==> config.mk <==
export PLATFORM = sky130hd
export DESIGN_NAME = enet_stat_counters
export DESIGN_NICKNAME = d
export VERILOG_FILES = /design/src/rtl/esc_pkg.sv /design/src/rtl/esc_tx_qual.sv /design/src/rtl/esc_rx_qual.sv /design/src/rtl/esc_sat_counter.sv /design/src/rtl/enet_stat_counters.sv
export SDC_FILE = /design/constraint.sdc
export NUM_CORES = 1
export LEC_CHECK = 0
export CAP_MARGIN = 20
export CORE_MARGIN = 5
export CORE_UTILIZATION = 53
export DETAILED_ROUTE_END_ITERATION = 10
export DONT_BUFFER_PORTS = 1
export GPL_TIMING_DRIVEN = 0
export PLACE_DENSITY = 0.71
export SYNTH_ARGS = -nofsm -noshare
export SYNTH_HDL_FRONTEND = slang
export SYNTH_SLANG_ARGS = --single-unit
==> constraint.sdc <==
create_clock -name clk -period 2.05 [get_ports clk]
set_input_delay 0.205 -clock clk [delete_from_list [all_inputs] [get_ports clk]]
set_output_delay 0.205 -clock clk [all_outputs]
set_load 0.02 [all_outputs]
==> src/rtl/esc_pkg.sv <==
package esc_pkg;
  localparam int unsigned REG_W      = 32;
  localparam int unsigned ADDR_W     = 8;
  localparam int unsigned COLL_CW    = 5;
  localparam int unsigned LEN_W      = 14;
  localparam int unsigned MCOL_W     = 16;
  localparam int unsigned GOOD_W     = 24;
  localparam logic [ADDR_W-1:0] MCOL_OFS = 8'h48;
  localparam logic [ADDR_W-1:0] GOOD_OFS = 8'h4C;
endpackage

==> src/rtl/esc_tx_qual.sv <==
module esc_tx_qual #(
  parameter int unsigned CW      = 5,
  parameter int unsigned COLL_LO = 2,
  parameter int unsigned COLL_HI = 15
) (
  input  logic          done_vld,
  input  logic [CW-1:0] coll_cnt,
  input  logic          abandon,
  output logic          bump
);
  localparam logic [CW-1:0] LO = CW'(COLL_LO);
  localparam logic [CW-1:0] HI = CW'(COLL_HI);

  // only successful sends inside the collision window qualify
  always_comb begin
    bump = done_vld && !abandon && (coll_cnt >= LO) && (coll_cnt <= HI);
  end
endmodule

==> src/rtl/esc_rx_qual.sv <==
module esc_rx_qual #(
  parameter int unsigned LW          = 14,
  parameter int unsigned MIN_LEN     = 64,
  parameter int unsigned MAX_LEN     = 1518,
  parameter int unsigned MAX_LEN_EXT = 1522
) (
  input  logic          done_vld,
  input  logic [LW-1:0] len,
  input  logic          addr_hit,
  input  logic          stored,
  input  logic          fcs_err,
  input  logic          align_err,
  input  logic          sym_err,
  input  logic          long_ok,
  output logic          bump
);
  localparam logic [LW-1:0] LMIN = LW'(MIN_LEN);
  localparam logic [LW-1:0] LMAX = LW'(MAX_LEN);
  localparam logic [LW-1:0] LEXT = LW'(MAX_LEN_EXT);

  logic [LW-1:0] upper;
  logic          len_ok, accepted, clean;

  always_comb begin
    upper    = long_ok ? LEXT : LMAX;
    len_ok   = (len >= LMIN) && (len <= upper);
    accepted = addr_hit && stored;
    clean    = !(fcs_err || align_err || sym_err);
    bump     = done_vld && accepted && clean && len_ok;
  end
endmodule

==> src/rtl/esc_sat_counter.sv <==
module esc_sat_counter #(
  parameter int unsigned W = 16
) (
  input  logic         clk,
  input  logic         rst,
  input  logic         inc,
  input  logic         wr,
  input  logic [W-1:0] wdata,
  output logic [W-1:0] q
);
  localparam logic [W-1:0] TOP = {W{1'b1}};

  always_ff @(posedge clk) begin
    if (rst)                   q <= '0;
    else if (wr)               q <= wdata;
    else if (inc && q != TOP)  q <= q + W'(1);
  end

  logic seen_rst;
  always_ff @(posedge clk) begin
    if (rst) seen_rst <= 1'b1;
  end

  assert_reset_clear_R11: assert property (@(posedge clk)
    rst |=> q == '0);

  assert_write_wins_R10: assert property (@(posedge clk) disable iff (rst || !seen_rst)
    wr |=> q == $past(wdata));

  assert_step_one_R1: assert property (@(posedge clk) disable iff (rst || !seen_rst)
    (inc && !wr && q != TOP) |=> q == $past(q) + W'(1));

  assert_no_overflow_R9: assert property (@(posedge clk) disable iff (rst || !seen_rst)
    (inc && !wr && q == TOP) |=> q == TOP);

  assert_idle_hold_R2: assert property (@(posedge clk) disable iff (rst || !seen_rst)
    (!inc && !wr) |=> $stable(q));
endmodule

==> src/rtl/enet_stat_counters.sv <==
module enet_stat_counters
  import esc_pkg::*;
(
  input  logic                clk,
  input  logic                rst,
  input  logic                tx_done_vld,
  input  logic [COLL_CW-1:0]  tx_coll_cnt,
  input  logic                tx_abandon,
  input  logic                rx_done_vld,
  input  logic [LEN_W-1:0]    rx_len,
  input  logic                rx_addr_hit,
  input  logic                rx_stored,
  input  logic                rx_fcs_err,
  input  logic                rx_align_err,
  input  logic                rx_sym_err,
  input  logic                cfg_long_frames,
  input  logic                reg_wr,
  input  logic [ADDR_W-1:0]   reg_addr,
  input  logic [REG_W-1:0]    reg_wdata,
  output logic [REG_W-1:0]    reg_rdata
);
  logic              mcol_inc, good_inc, mcol_wr, good_wr;
  logic [MCOL_W-1:0] mcol_q;
  logic [GOOD_W-1:0] good_q;

  esc_tx_qual #(.CW(COLL_CW)) u_txq (
    .done_vld (tx_done_vld),
    .coll_cnt (tx_coll_cnt),
    .abandon  (tx_abandon),
    .bump     (mcol_inc)
  );

  esc_rx_qual #(.LW(LEN_W)) u_rxq (
    .done_vld  (rx_done_vld),
    .len       (rx_len),
    .addr_hit  (rx_addr_hit),
    .stored    (rx_stored),
    .fcs_err   (rx_fcs_err),
    .align_err (rx_align_err),
    .sym_err   (rx_sym_err),
    .long_ok   (cfg_long_frames),
    .bump      (good_inc)
  );

  always_comb begin
    mcol_wr = reg_wr && (reg_addr == MCOL_OFS);
    good_wr = reg_wr && (reg_addr == GOOD_OFS);
  end

  // only the field bits reach the counters
  esc_sat_counter #(.W(MCOL_W)) u_mcol (
    .clk (clk), .rst (rst), .inc (mcol_inc), .wr (mcol_wr),
    .wdata (reg_wdata[MCOL_W-1:0]), .q (mcol_q)
  );

  esc_sat_counter #(.W(GOOD_W)) u_good (
    .clk (clk), .rst (rst), .inc (good_inc), .wr (good_wr),
    .wdata (reg_wdata[GOOD_W-1:0]), .q (good_q)
  );

  // combinational read, zero-extended fields
  always_comb begin
    unique case (reg_addr)
      MCOL_OFS: reg_rdata = {{(REG_W-MCOL_W){1'b0}}, mcol_q};
      GOOD_OFS: reg_rdata = {{(REG_W-GOOD_W){1'b0}}, good_q};
      default:  reg_rdata = '0;
    endcase
  end

  logic seen_rst;
  always_ff @(posedge clk) begin
    if (rst) seen_rst <= 1'b1;
  end

  assert_err_blocks_R5: assert property (@(posedge clk) disable iff (rst || !seen_rst)
    (rx_done_vld && (rx_fcs_err || rx_align_err || rx_sym_err) && !good_wr)
      |=> $stable(good_q));

  assert_abandon_ignored_R2: assert property (@(posedge clk) disable iff (rst || !seen_rst)
    (tx_done_vld && tx_abandon && !mcol_wr) |=> $stable(mcol_q));

  assert_unmatched_ignored_R3: assert property (@(posedge clk) disable iff (rst || !seen_rst)
    (rx_done_vld && !(rx_addr_hit && rx_stored) && !good_wr) |=> $stable(good_q));
endmodule

==> results.json <==
{
  "status": "finished with violations",
  "drive_gt1_frac": 0.245,
  "viasPerCell": 6.56,
  "p_sw_frac": 0.242,
  "cts_inserted_buffers": 5,
  "first_global_vias": 2965,
  "first_pass_iters": 5,
  "postSynthAreaPerCell_um2": 7.72,
  "final.setup.worst_slack_ps": -20.0,
  "cts_htree_levels": 2,
  "fmax_mhz": 483,
  "cp_data_arrival_time_ps": 2270,
  "synth_warnings": 0,
  "yosysTopAreaCellShare": 0.274,
  "numClockSinks": 40,
  "p_seq_frac": 0.486,
  "relSlewSlack": 0.485,
  "drt-total-wl_um": 9970,
  "finClkSkew_ps": 12.6,
  "netlist_area_um2": 2920,
  "yosys-top-cells-area": "dfxtp_1 27%, nor2_1 7.5%, a311oi_1 7.2%",
  "drc": 0,
  "dp_hpwl_um": 7040,
  "core-area_um2": 5440,
  "cp_max_fo": 6,
  "ios": 103,
  "antenna_found_initial": 0,
  "synth_top_flop_cell": "dfxtp_1",
  "synth_top_area_cell": "dfxtp_1",
  "tightest_slew_ps": 772,
  "path_cells": "ha_4, and3_4, and2_4, nand4_1, buf_6, nand3_1, or3_1, a311oi_1",
  "hold_viol": 0,
  "cts_buffer_depth": 2,
  "p_int_uw": 1220,
  "ant_nets": 0,
  "drv_cap": 0,
  "syn2layout_area_growth_pct": 23.1,
  "power_frac_comb": 0.074,
  "fin_area_um2": 3590,
  "place_area_um2": 3050,
  "gr-total-overflow": 0,
  "finalMaxSlewViolations": 0,
  "nNetsFinal": 496,
  "die_h_um": 84.2,
  "rows": 27,
  "clkPwrFrac": 0.440,
  "p_sw_uw": 391,
  "cts_tree": "yes",
  "gp_congestion": 0.873,
  "port_buffers": 0,
  "fin_crit_ps": 2070,
  "grt_pass1_wl_um": 15000,
  "drt_iter0_markers": 366,
  "die_x_um": 84.2,
  "grt_max_degree": 14,
  "failed_checks": "setup timing",
  "die_area_um2": 7090,
  "critPathTopFamily": "simple AND/OR/NAND/NOR gates",
  "worstSkewPairLatency_ps": 310,
  "crit_buf_inv": 1,
  "cpPeakStageDelay_ps": 370,
  "antenna-diode-count": 0,
  "hold_path.class": "in2reg",
  "root_buffer": "clkbuf_8",
  "p_leak_uw": 0.00124,
  "clk_pin_slew_ps": 90,
  "powerDensity_nw_per_um2": 449,
  "cp-start-kind": "flip-flop",
  "rsz0062_at_grt": "yes",
  "min_period_over_period": 1.01,
  "synth_seq_area_share": 0.274,
  "vdd_drop_max_v": 0.000302,
  "dp_slack_ps": -354,
  "worstSetupPathType": "reg2reg",
  "synth_edf_count": 0,
  "ys_ff_latch": 40,
  "setup_violations": 4,
  "cp_data_required_time_ps": 2250,
  "synth_cells": 378,
  "synth.distinct_cells": 47,
  "grt_use_total": 0.260,
  "wl_per_cell_um": 20.2,
  "start_util": 0.537,
  "ys_async_sr_fraction": 0,
  "cp_slowest_cell": "dfxtp_4",
  "cp-end-kind": "flip-flop",
  "vias": 3233
}
path summary, 6_finish.rpt:
check / start / end / slack, ps / depth (start not counted)
hold / removal: reg_wdata[5] / u_mcol.q[5] / 50 / 1
hold reg to reg: u_good.q[18] / u_good.q[18] / 530 / 2
setup reg to reg: u_good.q[1] / u_good.q[9] / -20 / 8
setup / recovery: u_good.q[1] / u_good.q[9] / -20 / 8
cells by family after synthesis:
kind of cell | Yosys count | share of synthesized area
compound gates | 79 | 0.213
xor+xnor | 12 | 0.0360
fa+ha+maj | 5 | 0.0214
buf+inv | 39 | 0.0613
flops | 40 | 0.274
mux | 19 | 0.0652
other cells | 1 | 0.00128
simple gates | 183 | 0.327
cell usage in the layout, fill, tap and decap left out, types with 16 or more instances in the layout:
| master | netlist | layout |
|---|---|---|
| nor2_1 | 58 | 53 |
| and3_1 | 20 | 17 |
| nand2_1 | 20 | 18 |
| mux2i_1 | 19 | 19 |
| nand3_1 | 21 | 18 |
| buf_4 | 8 | 34 |
| a311oi_1 | 24 | 18 |
| dfxtp_1 | 40 | 23 |
| clkbuf_1 | 21 | 16 |
flip-flops by register name, indices dropped and copies added (netlist names):
name,cells
u_good.q,24
u_mcol.q,16
layout make-up:
cell class | count | area, um^2
Multi-Input combinational cell | 306 | 2130
Sequential cell | 40 | 832
Timing Repair Buffer | 28 | 226
Buffer | 31 | 164
Clock buffer | 6 | 82.6
Clock inverter | 2 | 38.8
Fill cell | 484 | 1850
Tap cell | 72 | 90.1
Inverter | 8 | 30.0
per-stage QoR:
step,power (uW),hold WS (ps),setup TNS [ps],instances,util
2_1_floorplan,891,351,-55.8,385,-
6_report,1610,47.9,-33.0,493,0.660
5_1_grt,1660,56.7,-734,493,0.660
3_5_place_dp,913,364,-4390,457,0.562
3_3_place_gp,911,363,-3300,457,0.562
4_1_cts,1610,50.0,0,474,0.606
power by group through the flow:
stage / sequential [uW] / clock, uW / combinational [uW]
floorplan: 804 / 0 / 87.4
global placement: 806 / 0 / 105
detailed placement: 806 / 0 / 106
CTS: 786 / 711 / 107
global route: 785 / 751 / 129
finish: 784 / 710 / 120
layer usage:
| metal | vias to the layer above | part of all wire | global-route usage |
|---|---|---|---|
| li1 | 1520 | - | - |
| met1 | 1520 | 0.39 | 0.342 |
| met2 | 175 | 0.48 | 0.421 |
| met3 | 18 | 0.12 | 0.0805 |
| met4 | 0 | 0.018 | 0.0556 |
| met5 | - | 0 | 0 |
repair_timing:
action / in CTS / in global routing
pin swaps: 7 / 15
setup buffers: 9 / 19
setup endpoints to repair: 17 / 39
hold buffers: 0 / 0
gates resized for setup: 23 / 45
Yosys cell counts (all sizes together), types with 9 or more instances:
| cell type | n |
|---|---|
| a211oi | 13 |
| a311oi | 24 |
| and3 | 20 |
| buf | 10 |
| clkbuf | 21 |
| dfxtp | 40 |
| mux2i | 19 |
| nand2 | 20 |
| nand3 | 21 |
| nand4 | 13 |
| nor2 | 59 |
| o21ai | 13 |
| or3 | 12 |
| or4 | 9 |
No activity file was read; power rests on OpenSTA's default activity.
